<file path="config.mk">
export PLATFORM = sky130hd
export DESIGN_NAME = pwmb_bank
export DESIGN_NICKNAME = d
export VERILOG_FILES = /design/src/rtl/pwmb_pkg.sv /design/src/rtl/pwmb_counter.sv /design/src/rtl/pwmb_decode.sv /design/src/rtl/pwmb_group.sv /design/src/rtl/pwmb_bank.sv
export SDC_FILE = /design/constraint.sdc
export NUM_CORES = 2
export LEC_CHECK = 0
export ABC_AREA = 1
export CAP_MARGIN = 10
export CORE_UTILIZATION = 65
export CTS_BUF_LIST = sky130_fd_sc_hd__clkbuf_8
export CTS_CLUSTER_SIZE = 8
export DETAILED_ROUTE_END_ITERATION = 12
export GPL_ROUTABILITY_DRIVEN = 1
export MAX_ROUTING_LAYER = met4
export PLACE_DENSITY = 0.8
export SLEW_MARGIN = 20
export SYNTH_ARGS = -nofsm -noshare
export SYNTH_HDL_FRONTEND = slang
export SYNTH_SLANG_ARGS = --single-unit
</file>
<file path="constraint.sdc">
create_clock -name clk -period 5.7 [get_ports clk]
set_input_delay 0.57 -clock clk [delete_from_list [all_inputs] [get_ports clk]]
set_output_delay 0.57 -clock clk [all_outputs]
set_load 0.05 [all_outputs]
</file>
<file path="src/rtl/pwmb_pkg.sv">
package pwmb_pkg;

  // Number of groups needed to hold n channels in groups of size g.
  function automatic int unsigned ceil_div(int unsigned n, int unsigned g);
    return (n + g - 1) / g;
  endfunction

endpackage

</file>
<file path="src/rtl/pwmb_counter.sv">
module pwmb_counter #(
  parameter int CW = 8
) (
  input  logic          clk,
  input  logic          rst_n,
  output logic [CW-1:0] cnt_o
);

  logic [CW-1:0] cnt_d;

  always_comb begin
    cnt_d = cnt_o + CW'(1);
  end

  always_ff @(posedge clk or negedge rst_n) begin
    if (!rst_n) cnt_o <= '0;
    else        cnt_o <= cnt_d;
  end

endmodule

</file>
<file path="src/rtl/pwmb_decode.sv">
module pwmb_decode #(
  parameter int NUM_CH = 80,
  parameter int AW     = 7
) (
  input  logic              wr_en_i,
  input  logic [AW-1:0]     addr_i,
  output logic [NUM_CH-1:0] sel_o
);

  // Addresses at or above NUM_CH match no lane and are dropped.
  always_comb begin
    for (int c = 0; c < NUM_CH; c++) begin
      sel_o[c] = wr_en_i && (addr_i == AW'(c));
    end
  end

endmodule

</file>
<file path="src/rtl/pwmb_group.sv">
module pwmb_group #(
  parameter int CW     = 8,
  parameter int LANES  = 8,
  parameter int OFFSET = 0
) (
  input  logic             clk,
  input  logic             rst_n,
  input  logic [CW-1:0]    cnt_i,
  input  logic [LANES-1:0] wr_en_i,
  input  logic [CW:0]      wr_data_i,
  output logic [LANES-1:0] pwm_o
);

  logic [CW-1:0]    phase;
  logic             start;
  logic [CW:0]      shadow_q [LANES];
  logic [CW:0]      shadow_d [LANES];
  logic [CW:0]      active_q [LANES];
  logic [CW:0]      active_d [LANES];
  logic [LANES-1:0] pwm_d;

  // Local phase: the shared counter delayed by this group's offset.
  always_comb begin
    phase = cnt_i - CW'(OFFSET);
    start = (phase == '0);
  end

  always_comb begin
    for (int i = 0; i < LANES; i++) begin
      shadow_d[i] = wr_data_i;
      active_d[i] = start ? shadow_q[i] : active_q[i];
      pwm_d[i]    = ({1'b0, phase} < active_d[i]);
    end
  end

  always_ff @(posedge clk or negedge rst_n) begin
    if (!rst_n) begin
      for (int i = 0; i < LANES; i++) begin
        shadow_q[i] <= '0;
        active_q[i] <= '0;
      end
      pwm_o <= '0;
    end else begin
      for (int i = 0; i < LANES; i++) begin
        if (wr_en_i[i]) shadow_q[i] <= shadow_d[i];
        if (start)      active_q[i] <= active_d[i];
      end
      pwm_o <= pwm_d;
    end
  end

endmodule

</file>
<file path="src/rtl/pwmb_bank.sv">
module pwmb_bank #(
  parameter int NUM_CH = 80,
  parameter int GRP    = 8,
  parameter int CW     = 8,
  localparam int AW    = (NUM_CH > 1) ? $clog2(NUM_CH) : 1
) (
  input  logic              clk,
  input  logic              rst_n,
  input  logic              wr_en,
  input  logic [AW-1:0]     wr_addr,
  input  logic [CW:0]       wr_data,
  output logic [NUM_CH-1:0] pwm
);

  localparam int NGRP = int'(pwmb_pkg::ceil_div(NUM_CH, GRP));

  logic [CW-1:0]     cnt;
  logic [NUM_CH-1:0] wr_sel;

  pwmb_counter #(.CW(CW)) u_cnt (
    .clk   (clk),
    .rst_n (rst_n),
    .cnt_o (cnt)
  );

  pwmb_decode #(.NUM_CH(NUM_CH), .AW(AW)) u_dec (
    .wr_en_i (wr_en),
    .addr_i  (wr_addr),
    .sel_o   (wr_sel)
  );

  for (genvar g = 0; g < NGRP; g++) begin : g_grp
    localparam int LO = g * GRP;
    localparam int L  = ((NUM_CH - LO) < GRP) ? (NUM_CH - LO) : GRP;
    pwmb_group #(
      .CW     (CW),
      .LANES  (L),
      .OFFSET (g % (2 ** CW))
    ) u_grp (
      .clk       (clk),
      .rst_n     (rst_n),
      .cnt_i     (cnt),
      .wr_en_i   (wr_sel[LO +: L]),
      .wr_data_i (wr_data),
      .pwm_o     (pwm[LO +: L])
    );
  end

endmodule

</file>
# ---- Word level (Yosys, flattened, before mapping)
# Cells that the tools add are included.
dict set report totals {
  input_bits 19
  register_bits 1528
  output_inout_bits 80
  elab_cells 511
}
dict set report classes {
  magnitude_cmp 80
  n_eq_ne 79
  reduce_logical 91
  mux 80
  addsub 10
}
# op count
set ops {}
lappend ops {{8-bit by 9-bit < comparator with 1-bit output} 80}
lappend ops {{9-bit 2-to-1 mux} 80}
lappend ops {{7-bit by 6-bit equality test with 1-bit output, second input constant} 32}
lappend ops {{7-bit by 5-bit equality test with 1-bit output, second input constant} 16}
lappend ops {{7-bit equality test, second input constant} 16}
lappend ops {{1-bit logical AND} 80}
lappend ops {{8-bit logical NOT} 10}
lappend ops {{7-bit by 4-bit equality test with 1-bit output, second input constant} 8}
lappend ops {{8-bit by 3-bit subtractor with 8-bit output, second input constant} 4}
lappend ops {{7-bit by 3-bit equality test with 1-bit output, second input constant} 4}
lappend ops {{8-bit by 2-bit subtractor with 8-bit output, second input constant} 2}
lappend ops {{8-bit by 4-bit subtractor with 8-bit output, second input constant} 2}
lappend ops {{7-bit by 2-bit equality test with 1-bit output, second input constant} 2}
lappend ops {{8-bit by 1-bit adder with 8-bit output, second input constant} 1}
lappend ops {{8-bit by 1-bit subtractor with 8-bit output, second input constant} 1}
lappend ops {{7-bit by 1-bit equality test with 1-bit output, second input constant} 1}
lappend ops {{7-bit logical NOT} 1}

# ---- Longest topological paths before layout
dict set report logic_depth {
  word_depth 4
  depth_mapped 26
  depth_no_buf 22
}

# ---- Modules after synthesis
# A second synthesis with hierarchy kept.
dict set report hier_totals {
  hier_cells 8143
  area_unflattened_um2 76868.7
}
# module instances seq_area_each_um2 cells_each area_each_um2
set by_module_without_submodules {}
lappend by_module_without_submodules {{pwmb_group (g_grp[5].u_grp)} 1 3803.6 780 7767.4}
lappend by_module_without_submodules {{pwmb_group (g_grp[9].u_grp)} 1 3803.6 774 7684.9}
lappend by_module_without_submodules {{pwmb_group (g_grp[2].u_grp)} 1 3803.6 852 7639.8}
lappend by_module_without_submodules {{pwmb_group (g_grp[7].u_grp)} 1 3803.6 840 7634.8}
lappend by_module_without_submodules {{pwmb_group (g_grp[1].u_grp)} 1 3803.6 764 7593.5}
lappend by_module_without_submodules {{pwmb_group (g_grp[8].u_grp)} 1 3803.6 787 7529.7}
lappend by_module_without_submodules {{pwmb_group (g_grp[3].u_grp)} 1 3803.6 769 7526.0}
lappend by_module_without_submodules {{pwmb_group (g_grp[4].u_grp)} 1 3803.6 764 7513.5}
lappend by_module_without_submodules {{pwmb_group (g_grp[0].u_grp)} 1 3803.6 837 7498.4}
lappend by_module_without_submodules {{pwmb_group (g_grp[6].u_grp)} 1 3803.6 799 7488.4}
lappend by_module_without_submodules {pwmb_decode 1 0.0 141 656.9}
lappend by_module_without_submodules {pwmb_counter 1 200.2 36 335.3}

# ---- Worst setup path before layout
# Ideal clock, no wire load.
dict set report synth_path {
  path_kind {register -> register}
  start {register u_cnt.cnt_o[1]}
  end {register g_grp[9].u_grp.pwm_o[4]}
  period_less_slack_ns 4.463
  arrival_ns 4.398
  path_stages_with_launch 22
  setup_ns 0.065
  slack_ns 1.237
  n_path_buf 3
  cell_sequence {dfrtp_1 -> inv_1 -> ha_1 -> buf_2 -> xor2_1 -> nor2_1 -> nand2_1 -> nor2_4 -> nand3_2 -> buf_2 -> buf_2 -> nand2_1 -> nand2_1 -> inv_1 -> ha_1 -> a21oi_1 -> nand2_1 -> a21oi_1 -> o21bai_1 -> a31oi_1 -> nand2_1 -> nand2_1}
}
dict set report synth_via {
  elab_chain_cells 4
}
# element line
set synth_lines {}
lappend synth_lines {{from (decl)} pwmb_counter.sv:6} ;# output logic [CW-1:0] cnt_o
lappend synth_lines {{from (signal assigned)} pwmb_counter.sv:17} ;# else cnt_o <= cnt_d;
lappend synth_lines {{8-bit by 4-bit subtractor with 8-bit output *} pwmb_group.sv:24} ;# phase = cnt_i - CW'(OFFSET);
lappend synth_lines {{8-bit logical NOT} pwmb_group.sv:25} ;# start = (phase == '0);
lappend synth_lines {{9-bit 2-to-1 mux} pwmb_group.sv:31} ;# active_d[i] = start ? shadow_q[i] : active_q[i];
lappend synth_lines {{8-bit by 9-bit < comparator with 1-bit output *} pwmb_group.sv:32} ;# pwm_d[i] = ({1'b0, phase} < active_d[i]);
lappend synth_lines {{via g_grp[9].u_grp.pwm_d[4]} pwmb_group.sv:20} ;# logic [LANES-1:0] pwm_d;
lappend synth_lines {{to (signal assigned)} pwmb_group.sv:48} ;# pwm_o <= pwm_d;
lappend synth_lines {{to (decl)} pwmb_group.sv:11} ;# output logic [LANES-1:0] pwm_o
# Mark *: on every way through the listed nets, which the timed path passes. The rest lies on a longest branch.
# A chain may end at the register's enable or synchronous reset.

# ---- Worst setup path in the final report
dict set report layout_path {
  start {register u_cnt.cnt_o[1]}
  end {register g_grp[7].u_grp.pwm_o[7]}
}
dict set report layout_via {
  elab_chain_cells 4
}
# element line
set layout_lines {}
lappend layout_lines {{8-bit by 3-bit subtractor with 8-bit output *} pwmb_group.sv:24}
lappend layout_lines {{8-bit logical NOT} pwmb_group.sv:25}
lappend layout_lines {{9-bit 2-to-1 mux} pwmb_group.sv:31}
lappend layout_lines {{8-bit by 9-bit < comparator with 1-bit output *} pwmb_group.sv:32}
lappend layout_lines {{via g_grp[7].u_grp.pwm_d[7]} pwmb_group.sv:20}
lappend layout_lines {{to (signal assigned)} pwmb_group.sv:48}
lappend layout_lines {{to (decl)} pwmb_group.sv:11}
# Marked as above.

==> flow_metrics.env <==
export IMPL_dieArea_um2=114000
export IMPL_max_cap_viol_count=0
export IMPL_min_period_ps=5010
export IMPL_worst_slew_pin_slew_ps=1250
export IMPL_final_cells=10191
export IMPL_post_route_util_pct=72.3
export IMPL_hold_class="in -> async"
export IMPL_grt_setup_unrepaired="no"
export IMPL_area_delta_synth_final_pct=9.84
export IMPL_clkTransAtPathRegs_ps=60
export IMPL_nFillCells=8216
export IMPL_io_pins=99
export IMPL_synthCells=8408
export IMPL_syn_mean_instance_area_um2=8.71
export IMPL_cts_htree_levels=4
export IMPL_grt_pass1_vias=55412
export IMPL_yosys_warnings=0
export IMPL_power_density_nw_per_um2=271
export IMPL_synth_edf_count=0
export IMPL_syn_area_um2=73300
export IMPL_grt_use_total_pct=34.3
export IMPL_hold_viol=0
export IMPL_worstSetupPathType="reg -> reg"
export IMPL_required_ps=6520
export IMPL_grt_first_pass_wirelength_mm=296
export IMPL_cp_arrival_ps=5830
export IMPL_multi_input_area_um2=28300
export IMPL_antenna_left=0
export IMPL_status="finished, final reports clean"
export IMPL_peakVddDrop_mv=0.231
export IMPL_hpwl_mm=112
export IMPL_grt_max_degree=192
export IMPL_cts_root_buffer="clkbuf_8"
export IMPL_post_route_period_util_pct=87.8
export IMPL_drt_iter0_drc=5467
export IMPL_grt_overflow_total=0
export IMPL_route_vias_total=56899
export IMPL_dr_pass1_iters=9
export IMPL_portBuffers=98
export IMPL_layout_drive_gt1_share_pct=6.81
export IMPL_wl_per_cell_um=18.1
export IMPL_drt_wl_total_mm=185
export IMPL_clock_skew_ps=42.8
export IMPL_ff_latch_area_um2=38200
export IMPL_ys_ff_latch=1528
export IMPL_initial_core_util_pct=65.8
export IMPL_ys_seq_area_share_pct=52.2
export IMPL_report_final_slew_viol_count=0
export IMPL_cts_tree="built"
export IMPL_die_y_um=338
export IMPL_async_reset_ff_share_pct=100
export IMPL_synth_flop_cell="dfrtp_1"
export IMPL_leakage_nw=45.8
export IMPL_r2r_cells=18
export IMPL_num_rows=122
export IMPL_via_per_inst=5.58
export IMPL_cts_resized_gates=0
export IMPL_cts_buffers=240
export IMPL_antenna_found_initial=8
export IMPL_final_area_um2=80500
export IMPL_relSlewSlack_pct=16.0
export IMPL_cp_max_fo=32
export IMPL_final_nets=9109
export IMPL_clock_sinks=1528
export IMPL_core_um2=111000
export IMPL_placed_cells=9756
export IMPL_clockBufferDepth=3
export IMPL_drc=0
export IMPL_synth_nets=9005
export IMPL_gp_congestion=0.905
export IMPL_yosysUniqueCellTypes=49
export IMPL_fin_tns_setup_ps=0
export IMPL_endpoint_kind="register"
export IMPL_fin_hold_ws_ps=345
export IMPL_die_w_um=338
export IMPL_clock_latency_ps=950
export IMPL_cp_start_kind="register"
export IMPL_place_area_um2=75700
export IMPL_fmax_mhz=200
export IMPL_setup_viol=0
==> cells by family after synthesis <==
family                     share of synthesized area, %
and+or+nand+nor                                    16.1
adders and majority gates                          9.87
muxes                                             0.109
xor gates and xnor gates                          0.179
AOI/OAI and AO/OA                                  12.2
DFF                                                52.2
buffers and inverters                              9.36
==> cells in the final DEF, fill, tap and decap left out, drive strengths merged, types with 17 or more instances in the layout <==
cell type	count
nor2	281
buf	86
nand4	99
clkbuf	298
a21o	17
or2	90
nand3	150
a31oi	25
inv	1530
dfrtp	1528
a21oi	292
o21ai	1289
nand2	2046
o21bai	38
and2	48
clkdlybuf4s50	97
nor3	33
clkinv	25
nand3b	34
o31ai	18
ha	578
==> synthesized netlist by cell type (8+ instances only) <==
cell type,n,area (µm²)
nand4_1,99,619
inv_1,1407,5280
dfrtp_1,1528,38200
clkbuf_1,205,769
a21oi_1,288,1440
and3_1,12,75.1
o31ai_1,18,135
buf_2,83,415
o21bai_1,38,285
nor2_1,266,998
and2_1,48,300
nor2_4,10,113
o21ai_1,275,1380
xor2_1,12,105
nor4_2,8,100
buf_4,9,67.6
inv_2,25,93.8
a21o_1,17,128
a31oi_1,25,156
o211ai_1,15,113
nand3_1,145,726
buf_6,17,191
mux2i_1,8,80.1
o21ai_0,1004,5020
nor3_1,32,160
ha_1,578,7230
buf_1,8,30.0
nand3b_1,34,255
nand2_1,2039,7650
o21ai_2,10,87.6
or2_2,83,519
==> final timing paths <==
kind                                              from                           to  slack, ps
hold / removal                                   rst_n  g_grp[2].u_grp.active_q[39]        340
max in group asynchronous                        rst_n  g_grp[1].u_grp.shadow_q[10]       3790
setup reg to reg                        u_cnt.cnt_o[1]      g_grp[7].u_grp.pwm_o[7]        690
setup / recovery                        u_cnt.cnt_o[1]      g_grp[7].u_grp.pwm_o[7]        690
min in group clk           g_grp[6].u_grp.active_q[45]  g_grp[6].u_grp.active_q[45]        470
hold reg to reg            g_grp[6].u_grp.active_q[45]  g_grp[6].u_grp.active_q[45]        470
==> metal layers <==
metal  up-vias  global-route usage [%]  part of all wire, %
met5         -                       -                    0
met4         0                    15.5                  4.7
met3       524                    5.29                  7.3
met2      2056                    53.6                   47
met1     27381                    44.6                   41
li1      26938                       -                    -
==> cell type report <==
class                   count  area share (%)
diodes                      9          0.0280
clock buffers             298            5.10
repair buffers            184            2.36
inverters                1434            6.72
well taps                1488            2.31
flip-flops and latches   1528            47.5
multi-input cells        5124            35.2
clock inverters           126           0.799
==> critical path: stages (launching register included) <==
cell	delay, ps
dfrtp_2	700
buf_4	440
ha_1	370
nand3_1	140
nand4_1	120
nand2_1	500
inv_1	450
nand3_4	110
inv_2	280
buf_4	440
nand2_1	90
nand2_1	90
inv_1	50
ha_1	290
inv_1	70
o31ai_1	450
nand4_1	150
nand2_1	80
nor2_1	50
==> sequential cells by signal, indices dropped and copies added, names as in the netlist <==
| signal | count |
|---|---|
| g_grp.u_grp.active_q | 720 |
| g_grp.u_grp.shadow_q | 720 |
| g_grp.u_grp.pwm_o | 80 |
| u_cnt.cnt_o | 8 |
==> where the power goes <==
group	total [W]	switching [W]	internal, W
clock	0.00907	0.00430	0.00477
sequential	0.0116	0.000248	0.0113
combinational	0.00114	0.000807	0.000334
total	0.0218	0.00536	0.0164
==> timing repair <==
item | 4_1_cts | 5_1_grt
hold buffers | 1 | 0
endpoints found under the hold margin | 119 | 0
setup buffers | 0 | 0
setup endpoints to repair | 0 | 0
==> per-stage QoR <==
stage | setup WS [ps] | total power, W
final | 695 | 0.0218
after global routing | 469 | 0.0226
after CTS | 820 | 0.0219
after detailed placement | 837 | 0.0129
after global placement | 1000 | 0.0128
after floorplan | 1240 | 0.0123
(Power assumes the default switching activity.)
